**src/rtl/sr_read_pkg.sv**
```systemverilog
package sr_read_pkg;
   typedef enum logic [2:0] {
      PH_IDLE,
      PH_SENSE1,
      PH_FORCE1,
      PH_SENSE2,
      PH_RESTORE
   } phase_e;
endpackage

```
**src/rtl/sr_phase_timer.sv**
```systemverilog
module sr_phase_timer
   import sr_read_pkg::*;
#(
   parameter int PHASE_CLKS = 4,
   localparam int TW = (PHASE_CLKS > 1) ? $clog2(PHASE_CLKS) : 1
) (
   input  logic          clk,
   input  logic          rst_n,
   input  logic          start,
   output phase_e        phase,
   output logic [TW-1:0] tick
);
   localparam logic [TW-1:0] LAST_TICK = TW'(PHASE_CLKS - 1);

   always_ff @(posedge clk) begin
      if (!rst_n) begin
         phase <= PH_IDLE;
         tick  <= '0;
      end else if (phase == PH_IDLE) begin
         tick <= '0;
         if (start) phase <= PH_SENSE1;
      end else if (tick == LAST_TICK) begin
         tick <= '0;
         case (phase)
            PH_SENSE1: phase <= PH_FORCE1;
            PH_FORCE1: phase <= PH_SENSE2;
            PH_SENSE2: phase <= PH_RESTORE;
            default:   phase <= PH_IDLE;
         endcase
      end else begin
         tick <= tick + 1'b1;
      end
   end
endmodule

```
**src/rtl/sr_line_decode.sv**
```systemverilog
module sr_line_decode
   import sr_read_pkg::*;
#(
   parameter int ELEMS      = 4,
   parameter int PHASE_CLKS = 4,
   parameter bit SHARE_GAP  = 1'b1,
   localparam int EW = $clog2(ELEMS),
   localparam int TW = (PHASE_CLKS > 1) ? $clog2(PHASE_CLKS) : 1
) (
   input  phase_e           phase,
   input  logic [TW-1:0]    tick,
   input  logic [EW-1:0]    elem,
   input  logic             bit_q,
   output logic             rd_line,
   output logic [ELEMS-1:0] wr_line,
   output logic             wr_one,
   output logic             smp_strobe,
   output logic             shr_strobe,
   output logic             cmp_latch
);
   localparam logic [TW-1:0] LAST_TICK = TW'(PHASE_CLKS - 1);
   localparam int            SMP_END   = SHARE_GAP ? PHASE_CLKS - 2 : PHASE_CLKS - 1;
   localparam logic [TW-1:0] SMP_LIM   = TW'(SMP_END);

   logic last_tick;
   logic write_en;

   assign last_tick  = (tick == LAST_TICK);
   assign rd_line    = (phase == PH_SENSE1) || (phase == PH_SENSE2);
   assign write_en   = (phase == PH_FORCE1) || ((phase == PH_RESTORE) && !bit_q);
   assign wr_one     = (phase == PH_FORCE1);
   assign shr_strobe = (phase == PH_SENSE1) && last_tick;
   assign cmp_latch  = (phase == PH_SENSE2) && last_tick;
   assign smp_strobe = (phase == PH_SENSE1) && (tick < SMP_LIM);

   for (genvar e = 0; e < ELEMS; e++) begin : g_wl
      assign wr_line[e] = write_en && (elem == EW'(e));
   end
endmodule

```
**src/rtl/sr_bit_decide.sv**
```systemverilog
module sr_bit_decide (
   input  logic clk,
   input  logic rst_n,
   input  logic cmp_latch,
   input  logic sense_below_ref,
   output logic bit_q,
   output logic valid_q
);
   always_ff @(posedge clk) begin
      if (!rst_n) begin
         bit_q   <= 1'b0;
         valid_q <= 1'b0;
      end else begin
         valid_q <= cmp_latch;
         if (cmp_latch) bit_q <= !sense_below_ref;
      end
   end
endmodule

```
**src/rtl/sr_read_seq.sv**
```systemverilog
module sr_read_seq
   import sr_read_pkg::*;
#(
   parameter int ADDR_W     = 16,
   parameter int ELEMS      = 4,
   parameter int PHASE_CLKS = 4,
   parameter bit SHARE_GAP  = 1'b1,
   localparam int EW    = $clog2(ELEMS),
   localparam int ROW_W = ADDR_W - EW,
   localparam int TW    = (PHASE_CLKS > 1) ? $clog2(PHASE_CLKS) : 1
) (
   input  logic             clk,
   input  logic             rst_n,
   input  logic             req_valid,
   output logic             req_ready,
   input  logic [ADDR_W-1:0] req_addr,
   input  logic             sense_below_ref,
   output logic [ROW_W-1:0] row_sel,
   output logic             rd_line,
   output logic [ELEMS-1:0] wr_line,
   output logic             wr_one,
   output logic             smp_strobe,
   output logic             shr_strobe,
   output logic             cmp_latch,
   output logic             rd_valid,
   output logic             rd_bit
);
   if (ELEMS < 2 || (ELEMS & (ELEMS - 1)) != 0) begin : g_bad_elems
      $error("ELEMS must be a power of two of at least 2");
   end
   if (PHASE_CLKS < (SHARE_GAP ? 3 : 2)) begin : g_bad_phase
      $error("PHASE_CLKS too short for the strobe pattern");
   end
   if (ADDR_W <= EW) begin : g_bad_addr
      $error("ADDR_W must exceed the element select width");
   end

   phase_e            phase;
   logic [TW-1:0]     tick;
   logic [ADDR_W-1:0] addr_q;
   logic              accept;

   assign req_ready = (phase == PH_IDLE);
   assign accept    = req_valid && req_ready;
   assign row_sel   = addr_q[ADDR_W-1:EW];

   always_ff @(posedge clk) begin
      if (!rst_n)      addr_q <= '0;
      else if (accept) addr_q <= req_addr;
   end

   sr_phase_timer #(.PHASE_CLKS(PHASE_CLKS)) u_timer (
      .clk   (clk),
      .rst_n (rst_n),
      .start (accept),
      .phase (phase),
      .tick  (tick)
   );

   sr_line_decode #(
      .ELEMS      (ELEMS),
      .PHASE_CLKS (PHASE_CLKS),
      .SHARE_GAP  (SHARE_GAP)
   ) u_lines (
      .phase      (phase),
      .tick       (tick),
      .elem       (addr_q[EW-1:0]),
      .bit_q      (rd_bit),
      .rd_line    (rd_line),
      .wr_line    (wr_line),
      .wr_one     (wr_one),
      .smp_strobe (smp_strobe),
      .shr_strobe (shr_strobe),
      .cmp_latch  (cmp_latch)
   );

   sr_bit_decide u_decide (
      .clk             (clk),
      .rst_n           (rst_n),
      .cmp_latch       (cmp_latch),
      .sense_below_ref (sense_below_ref),
      .bit_q           (rd_bit),
      .valid_q         (rd_valid)
   );
endmodule

```
**config.mk**
```make
export PLATFORM = sky130hd
export DESIGN_NAME = sr_read_seq
export DESIGN_NICKNAME = d
export VERILOG_FILES = /design/src/rtl/sr_read_pkg.sv /design/src/rtl/sr_phase_timer.sv /design/src/rtl/sr_line_decode.sv /design/src/rtl/sr_bit_decide.sv /design/src/rtl/sr_read_seq.sv
export SDC_FILE = /design/constraint.sdc
export NUM_CORES = 1
export LEC_CHECK = 0
export CAP_MARGIN = 0
export CORE_ASPECT_RATIO = 1.1
export CORE_MARGIN = 1
export CORE_UTILIZATION = 42
export DETAILED_ROUTE_END_ITERATION = 8
export HOLD_SLACK_MARGIN = 0.02
export PLACE_DENSITY = 0.78
export SYNTH_ARGS = -nofsm -noshare
export SYNTH_HDL_FRONTEND = slang
export SYNTH_SLANG_ARGS = --single-unit
```
**constraint.sdc**
```tcl
create_clock -name clk -period 1.7 [get_ports clk]
set_input_delay 0.34 -clock clk [delete_from_list [all_inputs] [get_ports clk]]
set_output_delay 0.34 -clock clk [all_outputs]
set_load 0.005 [all_outputs]
```
=== After elaboration in Yosys (flattened, before gate mapping) ===
Index checks and enable logic that the tools add are counted.
Widths: inputs -> output; s select.

* Input port bits: 20
* Output and inout port bits: 26
* Register bits: 23
* Word-level logic and storage cells: 39

* Eq/ne operators: 9
* Reduce and logical (&&, ||, !) cells: 18
* Magnitude comparators: 1
* Add/subtract/negate cells: 1
* Mux-type cells: 4
* Bitwise operators: 1

{| class="wikitable"
|+ Operators by type and width
! kind !! count
|-
| $logic_and 1x1->1 || 9
|-
| $mux 3 || 3
|-
| $pmux 3 s3 || 1
|-
| $eq 2x2->1 const B || 3
|-
| $eq 3x2->1 const B || 2
|-
| $eq 3x1->1 const B || 1
|-
| $eq 3x3->1 const B || 1
|-
| $logic_not 3->1 || 1
|-
| $reduce_or 3->1 || 1
|-
| $add 2x1->2 const B || 1
|-
| $eq 2x1->1 const B || 1
|-
| $logic_not 1->1 || 2
|-
| $logic_not 2->1 || 1
|-
| $logic_or 1x1->1 || 2
|-
| $lt 2x2->1 const B || 1
|-
| $ne 2x1->1 const B || 1
|-
| $reduce_and 2->1 || 1
|-
| $reduce_bool 2->1 || 1
|-
| $not 1->1 || 1
|}

=== Depth between registers and ports, before layout ===
* Word-level depth: 4
* Mapped depth: 5

=== Modules after synthesis ===
A second synthesis with hierarchy kept.

* Cell total of the unflattened synthesis: 126
* Area, all modules: 1153.6 sq um

{| class="wikitable"
|+ Modules (own cells, without submodules)
! module !! times used !! cells an instance !! area each (sq um)
|-
| sr_read_seq || 1 || 85 || 768.2
|-
| sr_phase_timer || 1 || 19 || 216.5
|-
| sr_line_decode || 1 || 17 || 107.6
|-
| sr_bit_decide || 1 || 5 || 61.3
|}

=== Worst setup path before layout ===
Ideal clock, no wire load.

* Kind: flip-flop to output port
* From: reg u_timer.phase[1]
* To: out wr_line[0]
* Buffers on the path: 1
* Data arrival time: 1.200 ns
* Cell stages (with the launch flop): 4
* Setup slack: 0.160 ns
* Cell sequence: dfxtp_1 > buf_4 > or4b_4 > a211oi_2

* Word-level cells in the longest chain between the ends: 4
* Elaborated cells between the ends (all ways): 5
* Those cells by class: eq/ne (2); reduce/logical (3)

{| class="wikitable"
|+ Ends and longest elaborated chain
! element !! RTL line !! text
|-
| start, declared || sr_phase_timer.sv:10 || <nowiki>output phase_e phase,</nowiki>
|-
| start signal, assigned || sr_phase_timer.sv:17 || <nowiki>phase <= PH_IDLE;</nowiki>
|-
| start signal, assigned || sr_phase_timer.sv:21 || <nowiki>if (start) phase <= PH_SENSE1;</nowiki>
|-
| start signal, assigned || sr_phase_timer.sv:25 || <nowiki>PH_SENSE1: phase <= PH_FORCE1;</nowiki>
|-
| $eq 3x3->1 || sr_line_decode.sv:30 || <nowiki>assign write_en = (phase == PH_FORCE1) || ((phase == PH_RESTORE) && !bit_q);</nowiki>
|-
| $logic_and 1x1->1 || sr_line_decode.sv:30 ||
|-
| $logic_or 1x1->1 * || sr_line_decode.sv:30 ||
|-
| $logic_and 1x1->1 * || sr_line_decode.sv:37 || <nowiki>assign wr_line[e] = write_en && (elem == EW'(e));</nowiki>
|-
| end, declared || sr_read_seq.sv:20 || <nowiki>output logic [ELEMS-1:0] wr_line,</nowiki>
|}

Mark *: on every way between the ends. The rest lies on a longest branch, timed or not.

=== Final worst setup path ===
* From: reg u_timer.phase[0]
* To: out wr_line[0]

Same word-level chain as after synthesis.

==> impl_results.md <==
* Detail Placement HPWL at 1674 um
* Seq/Total Area, Yosys at 39.96%
* # diodes at 0
* Clk Tree Root Cell: clkbuf_4
* Clock Path Buffers at 2
* Antenna viol nets, final at 0
* Avg Cell Area, Syn at 9.074 um^2
* Worst skew pair latency at 300 ps
* Failing checks: negative setup slack
* Placement Cell Area at 0.001573 mm^2
* Area leader, netlist: dfxtp_1
* Synth warnings at 0
* Placed cell count at 191
* RePlAce Congestion at 0.7176
* Ports at 46
* Die Area at 0.002957 mm^2
* Syn Inst Count at 127
* Share of layout cells above drive strength 1 at 27.91%
* CP endpoint kind: output port
* CTS tree: done
* FP Rows at 19
* Core area at 0.002544 mm^2
* Total GRT Usage at 17.05%
* WL/cell at 11.71 um
* H-tree depth at 1
* Final period utilization at 117.7%
* Hold Buf Count CTS at 0
* LEAKAGE at 0.0007660 uW
* Overflow after GRT at 0
* Largest net degree at the start of global routing at 23
* Die Height at 56.94 um
* Layout Skew at 3.716 ps
* Drt total wl at 2377 um
* Fin. Hold Viols at 0
* P per Cell Area at 636.7 mW/mm^2
* Synth Register Bits at 23
* Initial Util at 45.30%
* Number of antenna violations at the first check in global routing at 0
* CTS Sinks at 23
* I/O Buffers at 45
* Slew @ Worst Pin at 280.8 ps
* Worst setup path class: reg -> out
* Layout Cells excl Fill at 203
* Post-Syn Nets at 148
* Final min period at 2002 ps
* Setup ws final at -301.5 ps
* Final count of negative-setup-slack endpoints at 4
* Crit path DAT at 1660 ps
* Largest fanout on the critical path at 3
* Number of max-cap violations at 0
* Share of the synthesized area in the top cell type at 39.96%
* Maximum vdd drop at 0.6931 mV
* Final instance area at 0.001697 mm^2
* Worst-path clk slew at 110 ps
* Hold Crit Class: reg -> reg
* Peak Freq at 499.6 MHz
* Synth-to-layout area growth at 47.23%
* Slew Limit Fails at 0
* Slew headroom at 81.04%
* Worst Path Required at 1360 ps
* Via density at 4.714
* CTS Buf Count at 3
* Global-route wire length before repair at 3753 um
* DR DRC count at 0
* Tot Pwr at 1080 uW
* CP Launch Type: flop
* Nets at 194
* First-pass DRT Iterations at 4
* Yosys cell types at 29
* Total number of vias at 957
* Status: complete, but fails checks
* Top post-synthesis cells by area: dfxtp_1 40%, mux2i_1 16%, nand2_1 11%
* RSZ-0062 raised after global routing: yes
* Die width at 51.94 um
* Vias in the first global route at 887
* Mapped Area at 0.001152 mm^2
* Fill count at 207
* Drt initial violations at 5
[cell usage in the layout (no fill, tap or decap), types with 2 or more instances in the layout]
master           instances
nand2b_1                 3
clkdlybuf4s50_1         35
clkbuf_4                 3
buf_6                    6
buf_2                    4
nor2b_2                  2
a21oi_2                  3
dfxtp_1                 17
clkbuf_2                 3
dlymetal6s2s_1           2
buf_4                   14
nand2_1                 34
dfxtp_2                  6
inv_1                    2
mux2i_1                 18
[per-layer routing]
| metal | share of wire, % | track usage (%) | vias to the layer above |
|---|---|---|---|
| met2 | 55 | 32.23 | 27 |
| met5 | 0 | 0 | - |
| met4 | 0.88 | 4.633 | 0 |
| met3 | 5.6 | 5.333 | 5 |
| li1 | - | - | 494 |
| met1 | 39 | 17.44 | 431 |
[power breakdown]
| part | total (uW) | switching [uW] | internal, uW |
|---|---|---|---|
| sequential | 594 | 20.4 | 573 |
| combinational | 245 | 88.0 | 157 |
| clock | 242 | 150 | 91.6 |
[Yosys cell counts, drive strengths merged]
| cell type | n |
|---|---|
| a211oi | 1 |
| buf | 22 |
| or4b | 1 |
| mux2i | 18 |
| and3b | 1 |
| or3b | 1 |
| and2 | 1 |
| nor3b | 1 |
| o211a | 1 |
| nand2b | 3 |
| nand2 | 34 |
| nor3 | 1 |
| nor4b | 2 |
| ha | 1 |
| a21oi | 3 |
| nand3b | 1 |
| o21a | 1 |
| o41ai | 1 |
| and4b | 1 |
| dfxtp | 23 |
| nor2b | 3 |
| clkbuf | 2 |
| nor4 | 1 |
| inv | 2 |
| o211ai | 1 |
[area by class of cell]
| type | instances | area (um^2) | area share, % |
|---|---|---|---|
| flip-flops and latches | 23 | 467.9 | 27.58 |
| clock buffers | 4 | 26.28 | 1.549 |
| inverters | 2 | 7.507 | 0.4425 |
| multi-input cells | 78 | 563.0 | 33.19 |
| well taps | 31 | 38.79 | 2.286 |
| repair buffers | 65 | 593.1 | 34.96 |
[worst max-delay path: stages (launching register included)]
cell      delay, ps
dfxtp_2         350
or4b_4          570
buf_6           140
a211oi_2        160
buf_2           140
[state kept, by name, indices dropped and copies added (netlist names)]
| register | cells |
|---|---|
| u_timer.phase | 3 |
| u_decide.bit_q | 1 |
| u_timer.tick | 2 |
| addr_q | 16 |
| u_decide.valid_q | 1 |
[repair_timing]
action	4_1_cts	5_1_grt
pin swaps	5	3
resized for setup	40	11
setup endpoints to repair	10	9
setup buffers	5	3
[stage by stage]
step           utilization (%)  TNS (ps)  hold slack [ps]  setup slack [ps]
3_5_place_dp             61.83    -874.0            418.7            -263.8
2_1_floorplan                -         0            405.3             159.8
6_report                 66.70    -985.0            413.2            -301.5
3_3_place_gp             61.83    -687.0            412.9            -231.9
5_1_grt                  66.70     -1213            426.3            -370.1
4_1_cts                  65.67     -1307            414.7            -301.1
[logic make-up after synthesis]
group                      share of synthesized area [%]
muxes                                              15.63
adders and majority gates                          1.086
DFF                                                39.96
buffers and inverters                              15.20
AOI/OAI and AO/OA                                  5.320
and+or+nand+nor                                    22.80
[worst paths after layout]
path	from	end	slack, ps	depth (start not counted)
max	u_timer.phase[0]	wr_line[0]	-300	4
min reg2reg	u_timer.tick[0]	u_timer.tick[0]	410	1
max reg2reg	u_timer.phase[0]	addr_q[7]	160	6
min	u_timer.tick[0]	u_timer.tick[0]	410	1
No activity file was read; power rests on OpenSTA's default activity.
